===== src/rtl/apd_pkg.sv =====
// Package: shared widths and register bit positions for the auto power-down controller.
// Assumes: registers are 8 bits wide. The bit positions below are decoded by the datapath.
package apd_pkg;
    localparam int REG_W        = 8;
    // register 0 bit positions
    localparam int B0_ARM_LO    = 0;
    localparam int B0_IDLE_POL  = 1;
    localparam int B0_APD_EN    = 2;
    localparam int B0_MEM_SAVE  = 3;
    localparam int B0_TURBO_OFF = 4;
    localparam int B0_ARR_DIS   = 5;
    localparam int B0_MC_DIS    = 6;
    localparam int B0_ARM_HI    = 7;
    // register 1 bit positions
    localparam int B1_CLK_SEL   = 0;
    localparam int B1_SLEEP     = 1;
    localparam int B1_USED      = 2;
    // default number of counted edges before standby
    localparam int IDLE_LIMIT   = 15;
endpackage


===== src/rtl/apd_sync.sv =====
// Module: apd_sync
// Two-flop synchronizer, one chain per bit, built with generate.
// Assumes: inputs are level signals that change more slowly than clk.
module apd_sync #(
    parameter int WIDTH = 3
) (
    input  logic             clk,
    input  logic             rst_n,
    input  logic [WIDTH-1:0] d_async,
    output logic [WIDTH-1:0] q_sync
);
    for (genvar i = 0; i < WIDTH; i++) begin : g_bit
        logic s1, s2;
        // double-register one asynchronous bit
        always_ff @(posedge clk) begin
            if (!rst_n) begin
                s1 <= 1'b0;
                s2 <= 1'b0;
            end else begin
                s1 <= d_async[i];
                s2 <= s1;
            end
        end
        assign q_sync[i] = s2;
    end
endmodule


===== src/rtl/apd_regs.sv =====
// Module: apd_regs
// Holds the two power-management control registers, their read mux and the arm decode.
// Assumes: a single-cycle write strobe. Register 1 stores only its implemented bits.
module apd_regs
    import apd_pkg::*;
(
    input  logic             clk,
    input  logic             rst_n,
    input  logic             wr_en,
    input  logic             wr_addr,
    input  logic [REG_W-1:0] wr_data,
    input  logic             rd_addr,
    output logic [REG_W-1:0] rd_data,
    output logic [REG_W-1:0] reg0,
    output logic [REG_W-1:0] reg1,
    output logic             armed
);
    localparam int PAD_W = REG_W - B1_USED;

    logic [B1_USED-1:0] reg1_q;

    // register writes with synchronous clear
    always_ff @(posedge clk) begin
        if (!rst_n) begin
            reg0   <= '0;
            reg1_q <= '0;
        end else if (wr_en) begin
            if (!wr_addr) reg0   <= wr_data;
            else          reg1_q <= wr_data[B1_USED-1:0];
        end
    end

    assign reg1 = {{PAD_W{1'b0}}, reg1_q};

    // read mux
    always_comb begin
        rd_data = rd_addr ? reg1 : reg0;
    end

    // arm decode: both marker bits and the enable bit must be set
    always_comb begin
        armed = reg0[B0_ARM_LO] & reg0[B0_ARM_HI] & reg0[B0_APD_EN];
    end

    a_r2_reg0_write: assert property (@(posedge clk) disable iff (!rst_n)
        (wr_en && !wr_addr) |=> (reg0 == $past(wr_data)));

    a_r2_reg1_write: assert property (@(posedge clk) disable iff (!rst_n)
        (wr_en && wr_addr) |=> (reg1[B1_USED-1:0] == $past(wr_data[B1_USED-1:0])));
endmodule


===== src/rtl/apd_counter.sv =====
// Module: apd_counter
// Saturating idle counter. Standby is high when the count reaches LIMIT.
// Assumes: clr and tick are single-clock-domain qualifiers. clr wins over tick.
module apd_counter #(
    parameter int LIMIT = 15
) (
    input  logic clk,
    input  logic rst_n,
    input  logic clr,
    input  logic tick,
    output logic standby
);
    localparam int CW = $clog2(LIMIT + 1);
    localparam logic [CW-1:0] MAXV = CW'(LIMIT);

    logic [CW-1:0] cnt;

    // clear on activity, otherwise count ticks up to the limit
    always_ff @(posedge clk) begin
        if (!rst_n)                    cnt <= '0;
        else if (clr)                  cnt <= '0;
        else if (tick && cnt != MAXV)  cnt <= cnt + 1'b1;
    end

    assign standby = (cnt == MAXV);

    a_r7_no_overflow: assert property (@(posedge clk) disable iff (!rst_n)
        cnt <= MAXV);

    a_r7_hold: assert property (@(posedge clk) disable iff (!rst_n)
        (standby && !clr) |=> standby);

    a_r6_single_step: assert property (@(posedge clk) disable iff (!rst_n)
        (cnt != $past(cnt)) |-> (cnt == '0 || cnt == CW'($past(cnt) + 1'b1)));

    a_r8_clear: assert property (@(posedge clk) disable iff (!rst_n)
        clr |=> !standby);
endmodule


===== src/rtl/apd_ctrl.sv =====
// Module: apd_ctrl (top)
// Bus-inactivity power-down controller: registers, synchronizers, strobe and clock
// edge detection, counter-source selection, the idle counter and the gating outputs.
// Assumes: ale_in and both clock pins are asynchronous and slower than clk.
module apd_ctrl
    import apd_pkg::*;
#(
    parameter int LIMIT = IDLE_LIMIT
) (
    input  logic             clk,
    input  logic             rst_n,
    input  logic             wr_en,
    input  logic             wr_addr,
    input  logic [REG_W-1:0] wr_data,
    input  logic             rd_addr,
    output logic [REG_W-1:0] rd_data,
    input  logic             ale_in,
    input  logic             main_clk_in,
    input  logic             alt_clk_in,
    output logic             standby,
    output logic             sleep_en,
    output logic             mem_save_en,
    output logic             turbo_off,
    output logic             array_clk_dis,
    output logic             mcell_clk_dis,
    output logic             array_wake
);
    localparam int NSYNC = 3;
    localparam int S_ALE = 0;
    localparam int S_MCK = 1;
    localparam int S_ACK = 2;

    logic [REG_W-1:0] reg0, reg1;
    logic             armed;
    logic [NSYNC-1:0] pins_s;
    logic             ale_p, mck_p, src_p;
    logic             src_s, ale_act, src_rise, clr;

    apd_regs u_regs (
        .clk     (clk),
        .rst_n   (rst_n),
        .wr_en   (wr_en),
        .wr_addr (wr_addr),
        .wr_data (wr_data),
        .rd_addr (rd_addr),
        .rd_data (rd_data),
        .reg0    (reg0),
        .reg1    (reg1),
        .armed   (armed)
    );

    apd_sync #(.WIDTH(NSYNC)) u_sync (
        .clk     (clk),
        .rst_n   (rst_n),
        .d_async ({alt_clk_in, main_clk_in, ale_in}),
        .q_sync  (pins_s)
    );

    // pick the counter source
    always_comb begin
        src_s = reg1[B1_CLK_SEL] ? pins_s[S_MCK] : pins_s[S_ACK];
    end

    // previous synchronized values for edge detection
    always_ff @(posedge clk) begin
        if (!rst_n) begin
            ale_p <= 1'b0;
            mck_p <= 1'b0;
            src_p <= 1'b0;
        end else begin
            ale_p <= pins_s[S_ALE];
            mck_p <= pins_s[S_MCK];
            src_p <= src_s;
        end
    end

    // activity, tick and clear qualifiers
    always_comb begin
        ale_act  = (pins_s[S_ALE] != ale_p) || (pins_s[S_ALE] != reg0[B0_IDLE_POL]);
        src_rise = src_s && !src_p;
        clr      = !armed || ale_act;
    end

    apd_counter #(.LIMIT(LIMIT)) u_cnt (
        .clk     (clk),
        .rst_n   (rst_n),
        .clr     (clr),
        .tick    (src_rise),
        .standby (standby)
    );

    // static gating outputs
    always_comb begin
        mem_save_en   = reg0[B0_MEM_SAVE];
        turbo_off     = reg0[B0_TURBO_OFF];
        array_clk_dis = reg0[B0_ARR_DIS];
        mcell_clk_dis = reg0[B0_MC_DIS];
        sleep_en      = reg1[B1_SLEEP];
    end

    // wake pulse on any main-clock change when turbo is off and the array clock is connected
    always_comb begin
        array_wake = turbo_off && !array_clk_dis && (pins_s[S_MCK] != mck_p);
    end

    a_r4_off_no_standby: assert property (@(posedge clk) disable iff (!rst_n)
        !armed |=> !standby);   // also covers R9

    a_r8_ale_edge_clears: assert property (@(posedge clk) disable iff (!rst_n)
        (pins_s[S_ALE] != ale_p) |=> !standby);

    a_r10_wake_gate: assert property (@(posedge clk) disable iff (!rst_n)
        array_wake |-> (turbo_off && !array_clk_dis));
endmodule


===== config.mk =====
export PLATFORM = sky130hd
export DESIGN_NAME = apd_ctrl
export DESIGN_NICKNAME = d
export VERILOG_FILES = /design/src/rtl/apd_pkg.sv /design/src/rtl/apd_sync.sv /design/src/rtl/apd_regs.sv /design/src/rtl/apd_counter.sv /design/src/rtl/apd_ctrl.sv
export SDC_FILE = /design/constraint.sdc
export NUM_CORES = 1
export LEC_CHECK = 0
export BUFFER_PORTS_ARGS = -buffer_cell sky130_fd_sc_hd__buf_2
export CORE_MARGIN = 3
export CORE_UTILIZATION = 46
export CTS_CLUSTER_DIAMETER = 200
export CTS_CLUSTER_SIZE = 24
export DETAILED_ROUTE_END_ITERATION = 16
export GPL_TIMING_DRIVEN = 1
export PLACE_DENSITY = 0.73
export SYNTH_ARGS = -nofsm -noshare
export SYNTH_HDL_FRONTEND = slang
export SYNTH_SLANG_ARGS = --single-unit

===== constraint.sdc =====
create_clock -name clk -period 1.89 [get_ports clk]
set_input_delay 0.189 -clock clk [delete_from_list [all_inputs] [get_ports clk]]
set_output_delay 0.189 -clock clk [all_outputs]
set_load 0.005 [all_outputs]

==> flow_metrics.py, run 1 <==
metrics = {
    "global_route": {
        "antenna_found_initial": 0,
        "grt_pass1_vias": 661,
        "grt_overflow": 0,
        "grt_util_all_layers": 0.151,
        "grt_pass1_wl_um": 2920,
        "grt_max_degree": 21,
    },
    "sta": {
        "clock_skew_ns": 0.00454,
        "tns_ns": 0,
        "rsz0062_at_grt": "false",
        "slew_headroom": 0.645,
        "setup_viol": 0,
        "tightest_slew_ns": 0.527,
        "slew_violations": 0,
        "max_freq_ghz": 0.678,
        "post-route-period-util": 0.781,
        "timing.final.crit_period_ns": 1.48,
        "finalHoldViolCount": 0,
    },
    "yosys": {
        "yosys.area_share.adder": 0.0131,
        "synth_top_family_by_area": "simple AND/OR/NAND/NOR gates",
        "synth_compound_area_frac": 0.0666,
        "synth.area.top_cells": "dfxtp_1 48%, nor2b_1 9.8%, mux2i_1 9.4%",
        "synth_area_leader_cell": "dfxtp_1",
        "synth.avg_cell_area_um2": 10.3,
        "seq_area_frac_synth": 0.480,
        "netlist.area_leader.share": 0.480,
        "yosys.area_share.simple": 0.269,
        "yosys-mux-area-fraction": 0.129,
        "ys_seq_elements": 23,
        "synthDistinctLibCells": 27,
        "synthXorXnorAreaFrac": 0.00914,
        "mappedNetlistArea_um2": 958,
        "syn_nets": 110,
        "yosysWarnings": 0,
        "syn-instance-count": 93,
    },
    "detailed_routing": {
        "wl_per_cell_um": 11.7,
        "wirelength_um": 1740,
        "vias_per_cell": 5.03,
        "vias": 749,
        "drcViolationCount": 0,
        "dr.pass1.iters": 4,
        "ant_nets": 0,
        "first_iter_violations": 8,
    },
    "setup_path": {
        "end_kind": "register",
        "path_max_fanout": 6,
        "path_class": "reg2reg",
        "arrival_ns": 1.73,
        "worst_setup_path_start_kind": "register",
        "critPathRequiredTime_ns": 2.14,
    },
    "clock_tree": {
        "ctsHoldBuffers": 0,
        "cts.sinks": 23,
        "cts_tree": "yes",
        "cts-root-buf": "clkbuf_4",
        "post_cts_resized": 0,
        "htree_levels": 1,
        "insertion_delay_ns": 0.31,
        "cts_inserted_buffers": 3,
        "cts_buffer_depth": 2,
        "post_cts_buffers": 0,
        "clk_pin_slew_ns": 0.12,
    },
    "cells_and_area": {
        "final_area_um2": 1150,
        "final_common_cell": "buf_2",
        "post-route-util": 0.626,
        "final_cell_mix": "30 x buf_2, 23 x dfxtp_1, 15 x nor2b_1",
        "drive_above_1_share": 0.315,
        "fillers": 169,
        "syn2layout_area_growth_pct": 20.1,
        "diodes": 0,
        "multi_input_area_um2": 467,
        "finalNetCount": 142,
        "regArea_um2": 460,
        "fin_cells": 149,
    },
    "die": {
        "die_x_um": 51.6,
        "num_rows": 15,
        "initial_core_util": 0.521,
        "ios": 31,
        "die_area_um2": 2670,
        "core-area_um2": 1840,
        "die_h_um": 51.6,
    },
    "outcome": {
        "status": "finished, final reports clean",
    },
    "placed_design": {
        "dp_hpwl_um": 1330,
        "io_buffers": 30,
        "dpl_cell_area_um2": 1120,
        "dp_cells": 145,
        "gp_congestion": 0.744,
    },
    "pwr": {
        "power_frac_clock": 0.274,
        "comb_power_share": 0.098,
        "p_leak_nw": 0.500,
        "seqPwrFrac": 0.628,
        "switching_share": 0.233,
        "p_switching_mw": 0.191,
        "power_density_nw_per_um2": 711,
        "ir_drop_mv": 0.515,
        "p_int_mw": 0.628,
        "finalPower_mw": 0.818,
    },
    "flow_run": {
        "maxCapViolCount": 0,
    },
    "worst_hold_path": {
        "hp-class": "in2reg",
    },
}
## registers in the layout (all words and copies together) (netlist names)
name and count:
ale_p 1, u_regs.reg0 8, src_p 1, mck_p 1, u_regs.reg1_q 2, u_sync.g_bit.s2 3, u_cnt.cnt 4, u_sync.g_bit.s1 3
## metrics by stage
stage	hold WS [ns]	setup WS, ns
after floorplan	0.316	0.433
after global placement	0.393	0.503
final	0.0728	0.415
after detailed placement	0.400	0.456
after CTS	0.0626	0.421
after global routing	0.0601	0.380
## power by group through the flow
stage | combinational (mW) | clock (mW) | sequential [mW]
after floorplan | 0.0452 | 0 | 0.523
after global placement | 0.0801 | 0 | 0.524
after detailed placement | 0.0818 | 0 | 0.525
after CTS | 0.0819 | 0.235 | 0.514
after global routing | 0.0909 | 0.262 | 0.518
final | 0.0802 | 0.224 | 0.514
## per-layer routing
layer  track usage  up-vias  wire length, um
met2         0.248       31              762
met3        0.0401        7              147
li1              -      385                -
met5             0        -                0
met4         0.105        0               53
met1         0.169      326              779
## synthesized netlist by cell type (all sizes together)
cell type / n
and3: 2
nor3: 1
ha: 1
a21boi: 2
xnor2: 1
o21ai: 2
buf: 2
and4: 2
and2: 9
a21oi: 2
mux2: 3
or4: 1
o31ai: 2
nand3: 2
clkbuf: 2
nand4b: 2
mux2i: 9
a211oi: 1
nor2b: 15
inv: 2
a31oi: 1
nor3b: 2
nand2: 3
dfxtp: 23
nor4: 1
## critical path, stage by stage (launching register included)
cell and delay, ns:
dfxtp_1 0.36, ha_1 0.22, and3_4 0.21, or4_1 0.48
a21oi_1 0.15
## final timing paths
check             depth (start not counted)                  to          startpoint  slack, ns
setup reg to reg                          4        u_cnt.cnt[0]        u_cnt.cnt[0]       0.41
setup / recovery                          4        u_cnt.cnt[0]        u_cnt.cnt[0]       0.41
hold reg to reg                           1  u_sync.g_bit[2].s2  u_sync.g_bit[2].s1       0.45
hold / removal                            2  u_sync.g_bit[1].s1         main_clk_in       0.07
## cells by family after synthesis
family                   after synthesis
AND/OR/NAND/NOR                       40
buffers and inverters                  6
AO/OA/AOI/OAI                         10
adder cells (fa/ha/maj)                1
multiplexers                          12
flip-flops                            23
XOR/XNOR                               1
## area by class of cell
| type | instances | area share |
|---|---|---|
| clock buffer | 3 | 0.0196 |
| clock inverter | 1 | 0.00435 |
| inverter | 2 | 0.00652 |
| multi-input combinational | 64 | 0.405 |
| sequential | 23 | 0.400 |
| tap | 25 | 0.0272 |
| timing repair buffer | 31 | 0.137 |
No activity file was read; power rests on OpenSTA's default activity.
==> run 2: changes to the inputs <==
Clock period 1.89 ns to 1.4 ns, I/O delays scaled along.
==> run 2 against run 1 <==
Total power grew 36%. Register-to-register slack got worse by 0.46 ns. Via count rose by 2.7%. Combinational power up 42%. Fmax rose by 1.8%. Die area stayed put. Cell count is 2.7% higher. Global-route usage is 0.10 points lower. Routed wire length is 6.6% higher. Clock power up 37%. Cell area up 4.0%. The flow now finishes with violations (negative setup slack).
==> flow_metrics.py, run 2 (synthesis results as in run 1) <==
metrics = {
    "clock_tree": {
        "htree_levels": 1,
        "cts.sinks": 23,
        "clk_pin_slew_ns": 0.12,
        "cts_tree": "yes",
        "cts_inserted_buffers": 3,
        "insertion_delay_ns": 0.32,
        "ctsHoldBuffers": 0,
        "cts-root-buf": "clkbuf_4",
        "cts_buffer_depth": 2,
    },
    "global_route": {
        "grt_pass1_vias": 674,
        "gr-usage-met1": 0.197,
        "grt_overflow": 0,
        "busiest_layer": "met2",
        "grt_pass1_wl_um": 2950,
        "grt_max_degree": 20,
        "grt_util_all_layers": 0.150,
        "use_met2": 0.225,
        "antenna_found_initial": 0,
        "use_met3": 0.0401,
    },
    "die": {
        "core-area_um2": 1840,
        "num_rows": 15,
        "die_x_um": 51.6,
        "ios": 31,
        "die_h_um": 51.6,
        "initial_core_util": 0.521,
        "die_area_um2": 2670,
    },
    "sta": {
        "post-route-period-util": 1.03,
        "timing.final.crit_period_ns": 1.45,
        "rsz0062_at_grt": "true",
        "clock_skew_ns": 0.00617,
        "fin_ws_ns": -0.0487,
        "finalHoldViolCount": 0,
        "whs_ns": 0.0171,
        "tightest_slew_ns": 0.586,
        "slew_headroom": 0.605,
        "setup_viol": 1,
        "slew_violations": 0,
        "max_freq_ghz": 0.690,
    },
    "cells_and_area": {
        "reg.largest.list": "u_regs.reg0 x8, u_cnt.cnt x4",
        "final_common_cell": "buf_2",
        "final_area_um2": 1200,
        "diodes": 0,
        "drive_above_1_share": 0.367,
        "fillers": 159,
        "largest_reg_flops": 8,
        "final_cell_mix": "30 x buf_2, 20 x dfxtp_1, 15 x nor2b_1",
        "finalNetCount": 146,
        "regMostFlops": "u_regs.reg0",
        "syn2layout_area_growth_pct": 24.9,
    },
    "placed_design": {
        "dpl_cell_area_um2": 1140,
        "gp_congestion": 0.821,
        "dp_hpwl_um": 1350,
        "io_buffers": 30,
    },
    "flow_run": {
        "maxCapViolCount": 0,
    },
    "setup_path": {
        "arrival_ns": 1.69,
        "path_max_fanout": 4,
        "end_kind": "register",
        "worst_setup_path_start_kind": "register",
        "path_class": "reg2reg",
        "critPathRequiredTime_ns": 1.65,
    },
    "worst_hold_path": {
        "hp-class": "in2reg",
    },
    "detailed_routing": {
        "first_iter_violations": 10,
        "wirelength_um": 1860,
        "drcViolationCount": 0,
        "wl_per_cell_um": 12.1,
        "ant_nets": 0,
        "vias": 769,
        "vias_per_cell": 5.03,
        "dr.pass1.iters": 4,
    },
    "pwr": {
        "seqPwrFrac": 0.622,
        "switching_share": 0.236,
        "comb_power_share": 0.102,
        "ir_drop_mv": 0.734,
        "power_frac_clock": 0.276,
        "p_switching_mw": 0.263,
        "p_int_mw": 0.852,
        "p_leak_nw": 0.520,
        "power_density_nw_per_um2": 931,
    },
    "outcome": {
        "status": "finished, violations left",
        "violations": "negative setup slack",
    },
}
[run 2: changes by cell type in the layout (fill, tap and decap cells not counted)]
cell     delta
ha_4        +1
ha_1        -1
buf_4       +4
dfxtp_2     +3
dfxtp_1     -3
[run 2: final timing paths]
path                                         start                  to  slack [ns]  cells after the start
worst max register to register        u_cnt.cnt[0]        u_cnt.cnt[0]       -0.05                      4
worst min register to register  u_sync.g_bit[2].s1  u_sync.g_bit[2].s2        0.45                      1
worst min-delay path                   main_clk_in  u_sync.g_bit[1].s1        0.02                      2
worst max-delay path                  u_cnt.cnt[0]        u_cnt.cnt[0]       -0.05                      4
[run 2: power groups by stage]
stage	clock network [mW]	registers (mW)	logic [mW]
final	0.307	0.693	0.114
after global routing	0.342	0.698	0.127
after CTS	0.322	0.693	0.115
after detailed placement	0	0.708	0.115
after global placement	0	0.707	0.113
after floorplan	0	0.706	0.0610
[run 2: metal layers]
layer / wire length (um) / vias to the layer above
li1: - / 394
met1: 809 / 344
met2: 860 / 25
met3: 147 / 6
met4: 40 / 0
met5: 0 / -
[run 2: final cells by class]
cell class	instances	area [um^2]	share of cell area
Multi-Input combinational cell	64	479	0.400
Sequential cell	23	464	0.388
Timing Repair Buffer	35	188	0.157
Tap cell	25	31.3	0.0261
Clock buffer	3	22.5	0.0188
Inverter	2	7.51	0.00627
Clock inverter	1	5.00	0.00418
[run 2: per-stage QoR]
| step | setup TNS [ns] | total power [mW] | worst slack [ns] | std cells | utilization |
|---|---|---|---|---|---|
| floorplan | -0.00158 | 0.767 | -0.00158 | 93 | - |
| global placement | 0 | 0.820 | 0.0696 | 147 | 0.621 |
| detailed placement | 0 | 0.823 | 0.0302 | 147 | 0.621 |
| CTS | 0 | 1.13 | 0.00632 | 151 | 0.637 |
| global route | -0.0864 | 1.17 | -0.0864 | 153 | 0.651 |
| finish | -0.0487 | 1.11 | -0.0487 | 153 | 0.651 |
[run 2: repair_timing]
item / CTS / global route
resized for setup: 1 / 2
pin swaps: 0 / 2
buffers inserted: 0 / 2
setup endpoints to repair: 2 / 3
[run 2: worst max-delay path, cell delays in order, from the launching register on]
cell and delay, ns:
dfxtp_2 0.37, ha_4 0.16, and3_4 0.17, or4_1 0.49, a21oi_1 0.19
==> run 3: changes to the inputs <==
Settings changed: SETUP_SLACK_MARGIN from default to 0.02.
Clock period 1.4 ns to 1.5 ns, I/O delays scaled along.
==> run 3 against run 2 <==
The flow now finishes without violations. Highest routed layer unchanged. Register-to-register slack gained 0.12 ns. Global-route usage up 0.10 points. Via count decreased by 3.8%. Core utilization down 2.3 points. Clock skew shrank 0.0021 ns.
==> flow_metrics.py, run 3 (synthesis results as in run 1) <==
metrics = {
    "detailed_routing": {
        "vias": 740,
        "ant_nets": 0,
        "wirelength_um": 1740,
        "vias_per_cell": 4.97,
        "dr.pass1.iters": 4,
        "drcViolationCount": 0,
        "wl_per_cell_um": 11.7,
        "first_iter_violations": 7,
    },
    "placed_design": {
        "dp_cells": 145,
        "gp_congestion": 0.744,
        "io_buffers": 30,
        "dpl_cell_area_um2": 1120,
        "dp_hpwl_um": 1330,
    },
    "clock_tree": {
        "post_cts_resized": 0,
        "cts_tree": "yes",
        "cts.sinks": 23,
        "insertion_delay_ns": 0.31,
        "cts-root-buf": "clkbuf_4",
        "ctsHoldBuffers": 0,
        "clk_pin_slew_ns": 0.12,
        "post_cts_buffers": 0,
        "htree_levels": 1,
        "cts_inserted_buffers": 3,
        "cts_buffer_depth": 2,
    },
    "cells_and_area": {
        "regMostFlops": "u_regs.reg0",
        "final_common_cell": "buf_2",
        "finalNetCount": 142,
        "syn2layout_area_growth_pct": 20.5,
        "diodes": 0,
        "reg.largest.list": "u_regs.reg0 x8, u_cnt.cnt x4",
        "drive_above_1_share": 0.331,
        "fin_cells": 149,
        "final_cell_mix": "30 x buf_2, 22 x dfxtp_1, 15 x nor2b_1",
        "largest_reg_flops": 8,
        "final_area_um2": 1150,
        "fillers": 167,
    },
    "sta": {
        "max_freq_ghz": 0.701,
        "rsz0062_at_grt": "false",
        "setup_viol": 0,
        "tns_ns": 0,
        "finalHoldViolCount": 0,
        "clock_skew_ns": 0.00411,
        "slew_violations": 0,
        "post-route-period-util": 0.950,
        "tightest_slew_ns": 0.518,
        "slew_headroom": 0.651,
        "timing.final.crit_period_ns": 1.43,
    },
    "setup_path": {
        "critPathSlowestCell": "or4_1",
        "end_kind": "register",
        "critPathRequiredTime_ns": 1.75,
        "critical-path-max-stage-delay_ns": 0.47,
        "worst_setup_path_start_kind": "register",
        "path_class": "reg2reg",
        "ff2ff_setup_slack_ns": 0.07,
        "arrival_ns": 1.67,
        "cp_cell_sequence": "ha_2 -> and3_4 -> or4_1 -> a21oi_1",
        "path_max_fanout": 6,
    },
    "pwr": {
        "p_leak_nw": 0.498,
        "power_density_nw_per_um2": 894,
        "ir_drop_mv": 0.651,
        "finalPower_mw": 1.03,
    },
    "global_route": {
        "grt_util_all_layers": 0.151,
        "antenna_found_initial": 0,
        "grt_pass1_wl_um": 2920,
        "grt_pass1_vias": 661,
        "grt_max_degree": 21,
        "grt_overflow": 0,
    },
    "die": {
        "num_rows": 15,
        "core-area_um2": 1840,
        "die_h_um": 51.6,
        "die_x_um": 51.6,
        "initial_core_util": 0.521,
        "ios": 31,
        "die_area_um2": 2670,
    },
    "worst_hold_path": {
        "hp-class": "in2reg",
    },
    "flow_run": {
        "maxCapViolCount": 0,
    },
    "outcome": {
        "status": "finished, final reports clean",
    },
}
## run 3: changes by cell type in the layout (fill, tap and decap cells not counted), sizes merged
cell / delta
buf: -4
## run 3: stage by stage
stage | worst slack, ns | hold WS (ns) | util
2_1_floorplan | 0.0428 | 0.277 | -
3_3_place_gp | 0.113 | 0.354 | 0.611
3_5_place_dp | 0.0655 | 0.361 | 0.611
4_1_cts | 0.0311 | 0.0236 | 0.626
5_1_grt | 0.0451 | 0.0211 | 0.628
6_report | 0.0743 | 0.0337 | 0.628
## run 3: worst paths after layout
kind	end	cells past startpoint	from
min reg2reg	u_sync.g_bit[2].s2	1	u_sync.g_bit[2].s1
max reg2reg	u_cnt.cnt[0]	4	u_cnt.cnt[0]
min	u_sync.g_bit[1].s1	2	main_clk_in
max	u_cnt.cnt[0]	4	u_cnt.cnt[0]
## run 3: layout make-up
cell class	count	area, um^2	area share
inverters	2	7.51	0.00650
clock inverters	1	5.00	0.00433
multi-input cells	64	469	0.406
clock buffers	3	22.5	0.0195
flip-flops and latches	23	462	0.400
repair buffers	31	158	0.137
well taps	25	31.3	0.0271
## run 3: worst max-delay path, delay by kind of cell (launching register included)
kind / cells / cell delay, ns
compound gates: 1 / 0.15
flops: 1 / 0.36
simple gates: 2 / 0.67
fa+ha+maj: 1 / 0.19
## run 3: where the power goes
| group | total, mW | switching [mW] | internal (mW) |
|---|---|---|---|
| Sequential | 0.648 | 0.0144 | 0.633 |
| Clock | 0.283 | 0.183 | 0.0997 |
| Combinational | 0.101 | 0.0435 | 0.0578 |
| Total | 1.03 | 0.241 | 0.791 |
## run 3: metal layers
metal	track usage	share of wire
met1	0.169	0.46
met2	0.248	0.43
met3	0.0401	0.087
met4	0.105	0.026
met5	0	0
